## src/rtl/card_tx_fifo_pkg.sv

```systemverilog
package card_tx_fifo_pkg;
    typedef struct packed {
        logic full;
        logic empty;
        logic half_empty;
        logic data_avail;
    } occ_flags_t;

    localparam occ_flags_t FLAGS_OFF = '{full: 1'b0, empty: 1'b0, half_empty: 1'b0, data_avail: 1'b0};
endpackage

```

## src/rtl/tx_word_store.sv

```systemverilog
module tx_word_store #(
    parameter int DATA_W = 32,
    parameter int DEPTH  = 16,
    localparam int PW    = $clog2(DEPTH)
) (
    input  logic              clk,
    input  logic              we,
    input  logic [PW-1:0]     waddr,
    input  logic [DATA_W-1:0] wdata,
    input  logic [PW-1:0]     raddr,
    output logic [DATA_W-1:0] rdata
);
    logic [DATA_W-1:0] cell_q [DEPTH];

    for (genvar i = 0; i < DEPTH; i++) begin : g_cell
        always_ff @(posedge clk) begin
            if (we && waddr == PW'(i)) cell_q[i] <= wdata;
        end
    end

    assign rdata = cell_q[raddr];
endmodule

```

## src/rtl/tx_occ_ctrl.sv

```systemverilog
module tx_occ_ctrl
    import card_tx_fifo_pkg::*;
#(
    parameter int DATA_W = 32,
    parameter int DEPTH  = 16,
    localparam int PW    = $clog2(DEPTH),
    localparam int CW    = $clog2(DEPTH) + 1,
    localparam int HALF  = DEPTH / 2
) (
    input  logic              clk,
    input  logic              rst_n,
    input  logic              enable,
    input  logic              wr_req,
    input  logic [DATA_W-1:0] wr_data,
    input  logic              rd_ack,
    input  logic [DATA_W-1:0] rd_data,
    output logic              push,
    output logic [PW-1:0]     wr_ptr,
    output logic [PW-1:0]     rd_next,
    output logic              is_empty,
    output logic [DATA_W-1:0] out_word,
    output occ_flags_t        flags
);
    typedef struct packed {
        logic [PW-1:0]     wr_ptr;
        logic [PW-1:0]     rd_ptr;
        logic [CW-1:0]     count;
        logic [DATA_W-1:0] out_word;
    } ctrl_state_t;

    ctrl_state_t s_d, s_q;
    logic        pop;

    function automatic logic [PW-1:0] ptr_inc(input logic [PW-1:0] p);
        return (p == PW'(DEPTH - 1)) ? '0 : p + 1'b1;
    endfunction

    always_comb begin
        s_d     = s_q;
        push    = enable && wr_req && (s_q.count != CW'(DEPTH));
        pop     = enable && rd_ack && (s_q.count != '0);
        rd_next = pop ? ptr_inc(s_q.rd_ptr) : s_q.rd_ptr;
        if (!enable) begin
            s_d = '0;
        end else begin
            s_d.rd_ptr = rd_next;
            if (push) s_d.wr_ptr = ptr_inc(s_q.wr_ptr);
            case ({push, pop})
                2'b10:   s_d.count = s_q.count + 1'b1;
                2'b01:   s_d.count = s_q.count - 1'b1;
                default: s_d.count = s_q.count;
            endcase
            // output register mirrors the cell at the next read pointer,
            // bypassing a word written into that same cell this cycle
            s_d.out_word = (push && s_q.wr_ptr == rd_next) ? wr_data : rd_data;
        end
    end

    always_ff @(posedge clk or negedge rst_n) begin
        if (!rst_n) s_q <= '0;
        else        s_q <= s_d;
    end

    assign wr_ptr   = s_q.wr_ptr;
    assign is_empty = (s_q.count == '0);
    assign out_word = s_q.out_word;

    always_comb begin
        flags = FLAGS_OFF;
        if (enable) begin
            flags.full       = (s_q.count == CW'(DEPTH));
            flags.empty      = (s_q.count == '0);
            flags.half_empty = (s_q.count <= CW'(DEPTH - HALF));
            flags.data_avail = (s_q.count != '0);
        end
    end

    assert_count_bound_R4: assert property (@(posedge clk) disable iff (!rst_n)
        s_q.count <= CW'(DEPTH));

    assert_full_write_dropped_R4: assert property (@(posedge clk) disable iff (!rst_n)
        (enable && s_q.count == CW'(DEPTH) && wr_req && !rd_ack) |=> (s_q.count == CW'(DEPTH) && $stable(s_q.wr_ptr)));

    assert_push_pop_hold_R10: assert property (@(posedge clk) disable iff (!rst_n)
        (enable && wr_req && rd_ack && s_q.count != '0 && s_q.count != CW'(DEPTH)) |=> (s_q.count == $past(s_q.count)));

    assert_disable_clears_R9: assert property (@(posedge clk) disable iff (!rst_n)
        !enable |=> (s_q.count == '0 && s_q.wr_ptr == '0 && s_q.rd_ptr == '0));
endmodule

```

## src/rtl/tx_underrun_flag.sv

```systemverilog
module tx_underrun_flag (
    input  logic clk,
    input  logic rst_n,
    input  logic enable,
    input  logic rd_ack,
    input  logic tx_active,
    input  logic is_empty,
    input  logic clr_err,
    output logic underrun
);
    typedef struct packed {
        logic err;
    } err_state_t;

    err_state_t e_d, e_q;
    logic       hit;

    always_comb begin
        e_d = e_q;
        hit = rd_ack && tx_active && is_empty;
        if (!enable)      e_d.err = 1'b0;
        else if (hit)     e_d.err = 1'b1;
        else if (clr_err) e_d.err = 1'b0;
    end

    always_ff @(posedge clk or negedge rst_n) begin
        if (!rst_n) e_q <= '0;
        else        e_q <= e_d;
    end

    assign underrun = e_q.err;

    assert_underrun_sticky_R7: assert property (@(posedge clk) disable iff (!rst_n)
        (e_q.err && enable && !clr_err) |=> e_q.err);

    assert_underrun_raise_R7: assert property (@(posedge clk) disable iff (!rst_n)
        (enable && rd_ack && tx_active && is_empty) |=> e_q.err);

    assert_underrun_clear_R8: assert property (@(posedge clk) disable iff (!rst_n)
        (clr_err && !(rd_ack && tx_active && is_empty)) |=> !e_q.err);

    assert_idle_request_quiet_R11: assert property (@(posedge clk) disable iff (!rst_n)
        (!e_q.err && !tx_active) |=> !e_q.err);
endmodule

```

## src/rtl/card_tx_fifo.sv

```systemverilog
module card_tx_fifo
    import card_tx_fifo_pkg::*;
#(
    parameter int DATA_W = 32,
    parameter int DEPTH  = 16,
    localparam int PW    = $clog2(DEPTH)
) (
    input  logic              clk,
    input  logic              rst_n,
    input  logic              enable,
    input  logic              wr_en,
    input  logic [DATA_W-1:0] wr_data,
    input  logic              ld_ack,
    input  logic              tx_active,
    input  logic              clr_err,
    output logic [DATA_W-1:0] out_word,
    output logic              full,
    output logic              empty,
    output logic              half_empty,
    output logic              data_avail,
    output logic              underrun
);
    logic              push;
    logic [PW-1:0]     wr_ptr;
    logic [PW-1:0]     rd_next;
    logic [DATA_W-1:0] rd_data;
    logic              is_empty;
    occ_flags_t        flags;
    logic              err_raw;

    tx_word_store #(.DATA_W(DATA_W), .DEPTH(DEPTH)) u_store (
        .clk   (clk),
        .we    (push),
        .waddr (wr_ptr),
        .wdata (wr_data),
        .raddr (rd_next),
        .rdata (rd_data)
    );

    tx_occ_ctrl #(.DATA_W(DATA_W), .DEPTH(DEPTH)) u_ctrl (
        .clk      (clk),
        .rst_n    (rst_n),
        .enable   (enable),
        .wr_req   (wr_en),
        .wr_data  (wr_data),
        .rd_ack   (ld_ack),
        .rd_data  (rd_data),
        .push     (push),
        .wr_ptr   (wr_ptr),
        .rd_next  (rd_next),
        .is_empty (is_empty),
        .out_word (out_word),
        .flags    (flags)
    );

    tx_underrun_flag u_err (
        .clk       (clk),
        .rst_n     (rst_n),
        .enable    (enable),
        .rd_ack    (ld_ack),
        .tx_active (tx_active),
        .is_empty  (is_empty),
        .clr_err   (clr_err),
        .underrun  (err_raw)
    );

    assign full       = flags.full;
    assign empty      = flags.empty;
    assign half_empty = flags.half_empty;
    assign data_avail = flags.data_avail;
    assign underrun   = err_raw;

    always_comb begin
        if (rst_n && enable) assert_avail_inverse_R6: assert (data_avail == !empty);
        if (rst_n && !enable) assert_flags_low_off_R9: assert (!(full || empty || half_empty || data_avail));
    end
endmodule

```

## config.mk

```make
export PLATFORM = sky130hd
export DESIGN_NAME = card_tx_fifo
export DESIGN_NICKNAME = d
export VERILOG_FILES = /design/src/rtl/card_tx_fifo_pkg.sv /design/src/rtl/tx_word_store.sv /design/src/rtl/tx_occ_ctrl.sv /design/src/rtl/tx_underrun_flag.sv /design/src/rtl/card_tx_fifo.sv
export SDC_FILE = /design/constraint.sdc
export NUM_CORES = 1
export LEC_CHECK = 0
export ABC_CLOCK_PERIOD_IN_PS = 4000
export BUFFER_PORTS_ARGS = -buffer_cell sky130_fd_sc_hd__buf_2
export CORE_MARGIN = 3
export CORE_UTILIZATION = 40
export CTS_BUF_LIST = sky130_fd_sc_hd__clkbuf_2
export CTS_CLUSTER_DIAMETER = 50
export DETAILED_ROUTE_END_ITERATION = 7
export PLACE_DENSITY_LB_ADDON = 0.15
export SYNTH_ARGS = -nofsm -noshare
export SYNTH_HDL_FRONTEND = slang
export SYNTH_SLANG_ARGS = --single-unit
```

## constraint.sdc

```tcl
create_clock -name clk -period 4 [get_ports clk]
set_clock_uncertainty 0.15 [all_clocks]
set_input_delay 0.2 -clock clk [delete_from_list [all_inputs] [get_ports clk]]
set_output_delay 0.2 -clock clk [all_outputs]
set_load 0.01 [all_outputs]
```

# [After elaboration in Yosys (flattened, before gate mapping)]
# Memories as Yosys holds them, arrays and structs flattened.
# Index checks and enable logic that the tools add are counted.
[totals] ram_bits=512 mem_count=1 register_bits=46 output_inout_bits=37 elab_cells=164
[classes] add_sub_neg=4 eq_ne=24 n_reduce_logical=41 muxes=88 n_lt_le_gt_ge=1
[mem_list] memory="u_store.cell_q" words=16 width=32 rd=1 rd_clocked_by_memory_dff=0 write_ports=1 line="tx_word_store.sv:13" source="logic [DATA_W-1:0] cell_q [DEPTH];"
[op_table] op="$mux 32" n=16
[op_table] op="$reduce_or 32->1" n=15
[op_table] op="$mux 4" n=20
[op_table] op="$mux 1" n=50
[op_table] op="$mux 45" n=1
[op_table] op="$eq 4x4->1 const B" n=9
[op_table] op="$logic_and 1x1->1" n=23
[op_table] op="$eq 4x3->1 const B" n=4
[op_table] op="$pmux 5 s2" n=1
[op_table] op="$add 4x1->4 const B" n=2
[op_table] op="$eq 4x2->1 const B" n=2
[op_table] op="$ne 3x1->1 const B" n=2
[op_table] op="$add 5x1->5 const B" n=1
[op_table] op="$eq 5x5->1 const B" n=1
[op_table] op="$le 5x4->1 const B" n=1
[op_table] op="$logic_not 5->1" n=1
[op_table] op="$ne 5x5->1 const B" n=1
[op_table] op="$reduce_bool 5->1" n=1
[op_table] op="$sub 5x1->5 const B" n=1
[op_table] op="$eq 4x1->1 const B" n=1
[op_table] op="$eq 4x4->1" n=1
[op_table] op="$logic_not 4->1" n=1
[op_table] op="$eq 2x1->1 const B" n=1
[op_table] op="$eq 2x2->1 const B" n=1
[op_table] op="$ne 2x1->1 const B" n=1

# [Depth between registers and ports, before layout]
# Gate-level depths: netlist of run 1.
[logic_depth] depth_word=21 mapped_depth=12 ltp_nobuf=9

# [Hierarchy]
# A second synthesis of run 1 with hierarchy kept.
[unflattened] cells_unflattened=1101 area_unflattened_um2=21987.3
[by_module_without_submodules] module="tx_word_store" cells_each=806 n_inst=1 area_each_um2=19194.7
[by_module_without_submodules] module="tx_occ_ctrl" cells_each=291 n_inst=1 area_each_um2=2750.1
[by_module_without_submodules] module="tx_underrun_flag" cells_each=4 n_inst=1 area_each_um2=42.5

# [Least setup slack after synthesis of run 1]
# No wires, ideal clock.
[synth_timing] path_kind="register -> register" startpoint="register u_ctrl.s_q[33] in the netlist's numbering" endpoint="register u_ctrl.s_q[36] in the netlist's numbering" path_slack_ns=1.130 path_stages_with_launch=12 t_arrival_ns=2.601 required_ns=3.731 cell_sequence="dfrtp_1 -> buf_6 -> nor3_2 -> a21boi_1 -> or2_2 -> clkbuf_2 -> xnor2_1 -> ha_1 -> o31a_1 -> o32ai_1 -> xor2_1 -> and2_1"
[synth_between] elab_chain_len=5 elab_cells_between_ends=11 cone_classes="add/sub (2); eq/ne (4); mux (2); reduce/logical (3)"
[synth_rtl] element="from (decl)" line="tx_occ_ctrl.sv:31" source="ctrl_state_t s_d, s_q;"
[synth_rtl] element="from (signal assigned)" line="tx_occ_ctrl.sv:60" source="if (!rst_n) s_q <= '0;"
[synth_rtl] element="from (signal assigned)" line="tx_occ_ctrl.sv:61" source="else s_q <= s_d;"
[synth_rtl] element="branches (longest 5 deep; another with $sub 5x1->5)"
# Parallel ways; which one is timed is not known.
# A chain may end at the register's enable or synchronous reset.

# [Final worst setup path of run 1]
[layout_timing] startpoint="register u_ctrl.s_q[33] in the netlist's numbering" endpoint="register u_ctrl.s_q[33] in the netlist's numbering"
# Same word-level chain as after synthesis.

==> results.yml, run 1 <==
die:
  initial_utilization_pct: 40.93
  die_h_um: 242.3
  coreArea_mm2: 0.05456
  io-pin-count: 76
  rows: 85
  dieArea_mm2: 0.05870
  fp.dieW_um: 242.3
power:
  power_uw: 14540
  leakage_uw: 0.009187
  p_per_area_mw_per_mm2: 563.1
  power.switching_uw: 5036
  vdd_drop_max_mv: 0.2926
  p_clk_share_pct: 27.6
  p_int_uw: 9507
  comb_power_share_pct: 26.2
  seqPwrFrac_pct: 46.1
  p_sw_share_pct: 34.63
layout:
  layoutNonFillerInstCount: 2752
  drive_above_1_share_pct: 21.18
  final_nets: 1943
  nFillCells: 4988
  area_delta_synth_final_pct: 15.66
synthesis:
  yosysMostFrequentCell: "edfxtp_1"
  synthDistinctLibCells: 56
  yosysTopAreaCellShare_pct: 68.85
  ys_seq_area_share_pct: 74.01
  ys.flop_type: "edfxtp_1"
  avgSynthCellArea_um2: 13.29
  synthCells: 1680
  synth_seq_cells: 558
  yosys-top-cells-count: "512 x edfxtp_1, 415 x nand2_1, 257 x a21oi_1, 51 x clkbuf_1, 46 x dfrtp_1"
  synth_nets: 1726
  synth_edf_count: 512
  yosys_warnings: 0
  synth.area.top_cells: "edfxtp_1 69%, nand2_1 7.0%, a21oi_1 5.8%"
  synth_area_leader_cell: "edfxtp_1"
  synth_async_sr_flop_share_pct: 8.244
  syn_area_mm2: 0.02233
worst_setup_path:
  path_delay_family: "buffers and inverters"
  crit_type: "register to register"
  max_stage_delay_ns: 0.62
  critPathMostFrequentCell: "dlygate4sd3_1"
  cp.required_ns: 4.91
  cp-end-kind: "register"
  rrSetupSlack_ns: 0.31
  slowest_stage: "dlygate4sd3_1"
  arrival_ns: 4.60
  reg2regPathDepth: 9
  r2r_end: "u_ctrl.s_q[33]"
  cp_max_fo: 7
  path_buf_inv: 3
  r2r_start: "u_ctrl.s_q[33]"
  critPathLaunchType: "register"
  crit_chain: "or3_4 -> o21ai_4 -> nand2_1 -> dlygate4sd3_1 -> nand2_1 -> dlygate4sd3_1 -> mux2i_1 -> dlygate4sd3_1 -> nor2b_1"
global_routing:
  gr-total-overflow: 0
  grt_max_degree: 75
  grt_pass1_wl_um: 89780
  grt_pass1_vias: 14460
  antenna_found_initial: 2
  grt_usage_pct: 20.26
route:
  route.detailed.drc: 0
  first_pass_iters: 7
  drt_iter0_drc: 1202
  viasPerCell: 5.270
  wl_per_cell_um: 21.34
  drt_wl_total_um: 58730
  vias: 14500
  final_antenna_net_count: 0
hold_path:
  holdPathEnd: "u_ctrl.s_q[39]"
  worstHoldPathCells: 6
  hold_class: "input pin to register"
  worstHoldStart: "ld_ack"
sta:
  setup_violations: 0
  fin_tns_setup_ns: 0
  hold_ws_ns: 0.2592
  max-slew-margin-rel_pct: 45.89
  setup_ws_ns: 0.3082
  hold_violations: 0
  fin_crit_ns: 3.692
  fmax_mhz: 270.9
  fin_crit_sh_pct: 92.29
  worst_slew_pin_slew_ns: 0.8089
  slew_violations: 0
  rsz0062_at_grt: "false"
placement:
  gp_congestion: 0.7599
  portBuffers: 75
  dpl.hpwl_um: 31800
  post-place-ws_ns: 0.4744
  place_inst: 2405
clock_network:
  clk_latency_ns: 1.18
  numCtsBuffers: 145
  cts_buffer_depth: 3
  hold_buffers: 84
  clk_pin_slew_worst_paths_ns: 0.11
  cts-root-buf: "clkbuf_2"
  cts_resized: 0
  h-tree-depth: 4
  clock_sinks: 558
  cts_tree: "yes"
  post_cts_buffers: 0
status:
  run_status: "finished, final reports clean"
job:
  cap_violations: 0
-- sequential cells by signal, indices dropped and copies added, names as in the netlist --
| signal | flops |
|---|---|
| u_store.cell_q | 512 |
| u_ctrl.s_q | 9 |
| u_ctrl.out_word | 32 |
| u_ctrl.wr_ptr | 4 |
| u_err.underrun | 1 |
-- metal layers --
layer,routed length (um),track usage (%)
met4,768,6.984
met2,28100,31.75
met1,26340,27.90
met3,3522,4.693
met5,0,0
-- cells in the final DEF, fill, tap and decap left out, drive strengths merged, types with 3 or more instances in the layout --
cell         count
xnor2            7
dfrtp           46
or2              3
xor2             4
a21boi           6
nand3           35
a221oi          32
o211ai           4
inv              9
dlygate4sd3     83
bufinv           4
and2            28
clkinv          33
a31oi           36
nand2          415
or3              3
nor4            31
clkbuf         219
buf            126
ha               7
and3             5
nor3             3
a21oi          287
nor2b            4
mux2i            3
o21ai           40
edfxtp         512
-- kinds of logic (layout without fill, tap and decap cells) --
| kind of cell | Yosys count | after routing | share of synthesized area, % |
|---|---|---|---|
| DFF | 558 | 558 | 74.01 |
| and+or+nand+nor | 537 | 537 | 10.27 |
| xor gates and xnor gates | 11 | 11 | 0.5155 |
| buffers and inverters | 144 | 475 | 3.474 |
| other | 0 | 2 | 0 |
| muxes | 3 | 3 | 0.1345 |
| AOI/OAI and AO/OA | 420 | 420 | 11.21 |
| adders and majority gates | 7 | 7 | 0.3922 |
-- metrics by stage --
stage	instance area [um2]	utilization, %
2_1_floorplan	22330	-
3_3_place_gp	23600	43.25
3_5_place_dp	23600	43.25
4_1_cts	25820	47.33
5_1_grt	25830	47.34
6_report	25830	47.34
-- power groups by stage --
| stage | Clock, uW | Sequential (uW) | Combinational (uW) |
|---|---|---|---|
| finish | 4020 | 6710 | 3820 |
| floorplan | 0 | 6760 | 2760 |
| detailed placement | 0 | 6840 | 3780 |
| global placement | 0 | 6840 | 3750 |
| global route | 4480 | 6730 | 4260 |
| CTS | 4180 | 6710 | 3880 |
-- worst min-delay path: stages --
cell	delay, ns
dlygate4sd3_1	0.54
buf_2	0.15
and2_1	0.27
o211ai_4	0.16
xor2_4	0.12
nor2b_1	0.11
-- layout make-up --
class	instances	area [um2]	area share (%)
clock buffers	219	1096	4.244
inverters	5	18.77	0.07267
multi-input cells	978	5116	19.81
diodes	2	5.005	0.01938
flip-flops and latches	558	16530	63.99
repair buffers	209	1864	7.219
well taps	739	924.6	3.580
clock inverters	42	275.3	1.066
-- worst max path at each step --
stage               depth (start not counted)           start  slack, ns                   to
finish                                      9  u_ctrl.s_q[33]       0.31       u_ctrl.s_q[33]
global route                               10  u_ctrl.s_q[33]       0.12       u_ctrl.s_q[33]
CTS                                        10  u_ctrl.s_q[33]       0.31       u_ctrl.s_q[33]
detailed placement                          9  u_ctrl.s_q[33]       0.47  u_ctrl.out_word[31]
global placement                            9  u_ctrl.s_q[33]       0.53  u_ctrl.out_word[31]
floorplan                                  11  u_ctrl.s_q[33]       1.13       u_ctrl.s_q[36]
Power figures use the tool's default switching activity.
==> inputs of run 2 (changes only) <==
--- a/config.mk
+++ b/config.mk
@@ -7,6 +7,8 @@
 export LEC_CHECK = 0
 export ABC_CLOCK_PERIOD_IN_PS = 4000
 export BUFFER_PORTS_ARGS = -buffer_cell sky130_fd_sc_hd__buf_2
+export CELL_PAD_IN_SITES_DETAIL_PLACEMENT = 1
+export CELL_PAD_IN_SITES_GLOBAL_PLACEMENT = 1
 export CORE_MARGIN = 3
 export CORE_UTILIZATION = 40
 export CTS_BUF_LIST = sky130_fd_sc_hd__clkbuf_2
==> run 2 against run 1 <==
Compared with the run above:
- clock-buffer cell count up 22
- clock power up 5%
- final area up 0.71%
- first-iteration DRC count down 1.0%
- core utilization up 0.34 points
- sequential share of layout area down 0.45 points
- total power up 3.4%
- sequential power about the same
- global-route usage up 2.2 points
- die area unchanged
- largest cell class unchanged
- largest power group unchanged
- highest routed layer unchanged
==> results.yml, run 2 (synthesized netlist as in run 1, its figures left out) <==
clock_network:
  clk_latency_ns: 1.36
  cts_tree: "yes"
  h-tree-depth: 4
  cts-root-buf: "clkbuf_2"
  numCtsBuffers: 150
  clk_pin_slew_worst_paths_ns: 0.10
  clock_sinks: 558
  cts_resized: 0
  post_cts_buffers: 0
  cts_buffer_depth: 3
die:
  initial_utilization_pct: 40.93
  dieArea_mm2: 0.05870
  io-pin-count: 76
  die_h_um: 242.3
  coreArea_mm2: 0.05456
  fp.dieW_um: 242.3
  rows: 85
sta:
  fin_crit_sh_pct: 89.45
  setup_violations: 0
  fin_crit_ns: 3.578
  hold_violations: 0
  slew_violations: 0
  max-slew-margin-rel_pct: 40.70
  worst_slew_pin_slew_ns: 0.8895
  fin_tns_setup_ns: 0
  fmax_mhz: 279.5
  rsz0062_at_grt: "false"
worst_setup_path:
  cp-end-kind: "register"
  max_stage_delay_ns: 0.57
  arrival_ns: 4.65
  critPathLaunchType: "register"
  slowest_stage: "dlygate4sd3_1"
  crit_chain: "nor3_2 -> a21boi_1 -> buf_4 -> or2_2 -> xnor2_1 -> ha_1 -> o31a_1 -> o32ai_1 -> xor2_1 -> and2_1 -> dlygate4sd3_1"
  cp.required_ns: 5.08
  crit_type: "register to register"
  cp_max_fo: 10
  path_buf_inv: 2
  path_delay_family: "simple AND/OR/NAND/NOR gates"
route:
  drt_iter0_drc: 1190
  final_antenna_net_count: 0
  first_pass_iters: 6
  vias: 14960
  route.detailed.drc: 0
  viasPerCell: 5.381
  wl_per_cell_um: 23.75
  drt_wl_total_um: 66010
placement:
  portBuffers: 75
  gp_congestion: 0.7670
  dpl.hpwl_um: 37110
  place_inst: 2424
layout:
  mostFrequentLayoutCell: "edfxtp_1"
  final_nets: 1966
  top_register: "u_store.cell_q"
  largest_reg_flops: 512
  drive_above_1_share_pct: 22.84
  mostFrequentLayoutCells: "512 x edfxtp_1, 414 x nand2_1, 257 x a21oi_1, 241 x clkbuf_2, 82 x dlygate4sd3_1"
  layoutNonFillerInstCount: 2779
  nFillCells: 5706
  area_delta_synth_final_pct: 16.48
global_routing:
  antenna_found_initial: 3
  grt_max_degree: 86
  gr-total-overflow: 0
  grt_pass1_vias: 15610
  grt_pass1_wl_um: 98950
  grt_usage_pct: 22.49
hold_path:
  hold_class: "input pin to register"
job:
  cap_violations: 0
power:
  p_per_area_mw_per_mm2: 578.2
  vdd_drop_max_mv: 0.3561
  leakage_uw: 0.009337
status:
  run_status: "finished, final reports clean"
-- run 2: changes by cell type in the layout (fill, tap and decap cells not counted), sizes merged --
cell / before / now
clkinv: 33 / 17
diode: 2 / 4
clkbuf: 219 / 241
buf: 126 / 145
inv: 9 / 10
dlygate4sd3: 83 / 82
-- run 2: worst register-to-register path, cell delays in order, from the launching register on --
cell	delay (ns)
dfrtp_1	0.47
nor3_2	0.48
a21boi_1	0.12
buf_4	0.20
or2_2	0.36
xnor2_1	0.16
ha_1	0.24
o31a_1	0.25
o32ai_1	0.29
xor2_1	0.10
and2_1	0.17
dlygate4sd3_1	0.57
-- run 2: through the flow --
step	utilization, %	power, uW	hold slack [ns]	instance area [um2]	setup WS [ns]
after detailed placement	43.52	10910	0.1560	23740	0.5124
after global placement	43.52	10840	0.1601	23740	0.5379
final	47.67	15040	0.2124	26010	0.4220
after global routing	47.67	15970	0.07779	26010	0.1781
after floorplan	-	9516	-0.2456	22330	1.130
after CTS	47.66	15220	0.03533	26000	0.4240
-- run 2: layout make-up --
class | instances | area, um2 | area share, %
multi-input cells | 978 | 5116 | 19.67
flip-flops and latches | 558 | 16530 | 63.54
well taps | 739 | 924.6 | 3.555
diodes | 4 | 10.01 | 0.03848
inverters | 5 | 18.77 | 0.07216
repair buffers | 227 | 1997 | 7.678
clock buffers | 241 | 1206 | 4.637
clock inverters | 27 | 211.5 | 0.8130
-- run 2: final timing paths --
path,startpoint,endpoint,slack (ns),cells after the start
min reg2reg,u_store.cell_q[13][30],u_ctrl.out_word[30],0.48,4
min in group asynchronous,rst_n,u_ctrl.s_q[39],0.29,5
max in group asynchronous,rst_n,u_ctrl.out_word[14],2.55,6
max,u_ctrl.s_q[33],u_ctrl.s_q[36],0.42,11
min,enable,u_ctrl.s_q[32],0.21,6
max reg2reg,u_ctrl.s_q[33],u_ctrl.s_q[36],0.42,11
-- run 2: repair_timing --
action / CTS / global route
endpoints found under the hold margin: 830 / 0
setup endpoints to repair: 0 / 0
hold buffers: 83 / 0
-- run 2: where the power goes --
| part | switching, uW | internal, uW |
|---|---|---|
| clock network | 2390 | 1830 |
| registers | 157 | 6570 |
| logic | 2770 | 1330 |
| total | 5310 | 9730 |
-- run 2: metal layers --
| metal | GRT usage [%] | part of all wire, % |
|---|---|---|
| met5 | 0 | 0 |
| met4 | 7.037 | 2.1 |
| met3 | 5.932 | 5.3 |
| met2 | 35.48 | 47 |
| met1 | 30.59 | 45 |
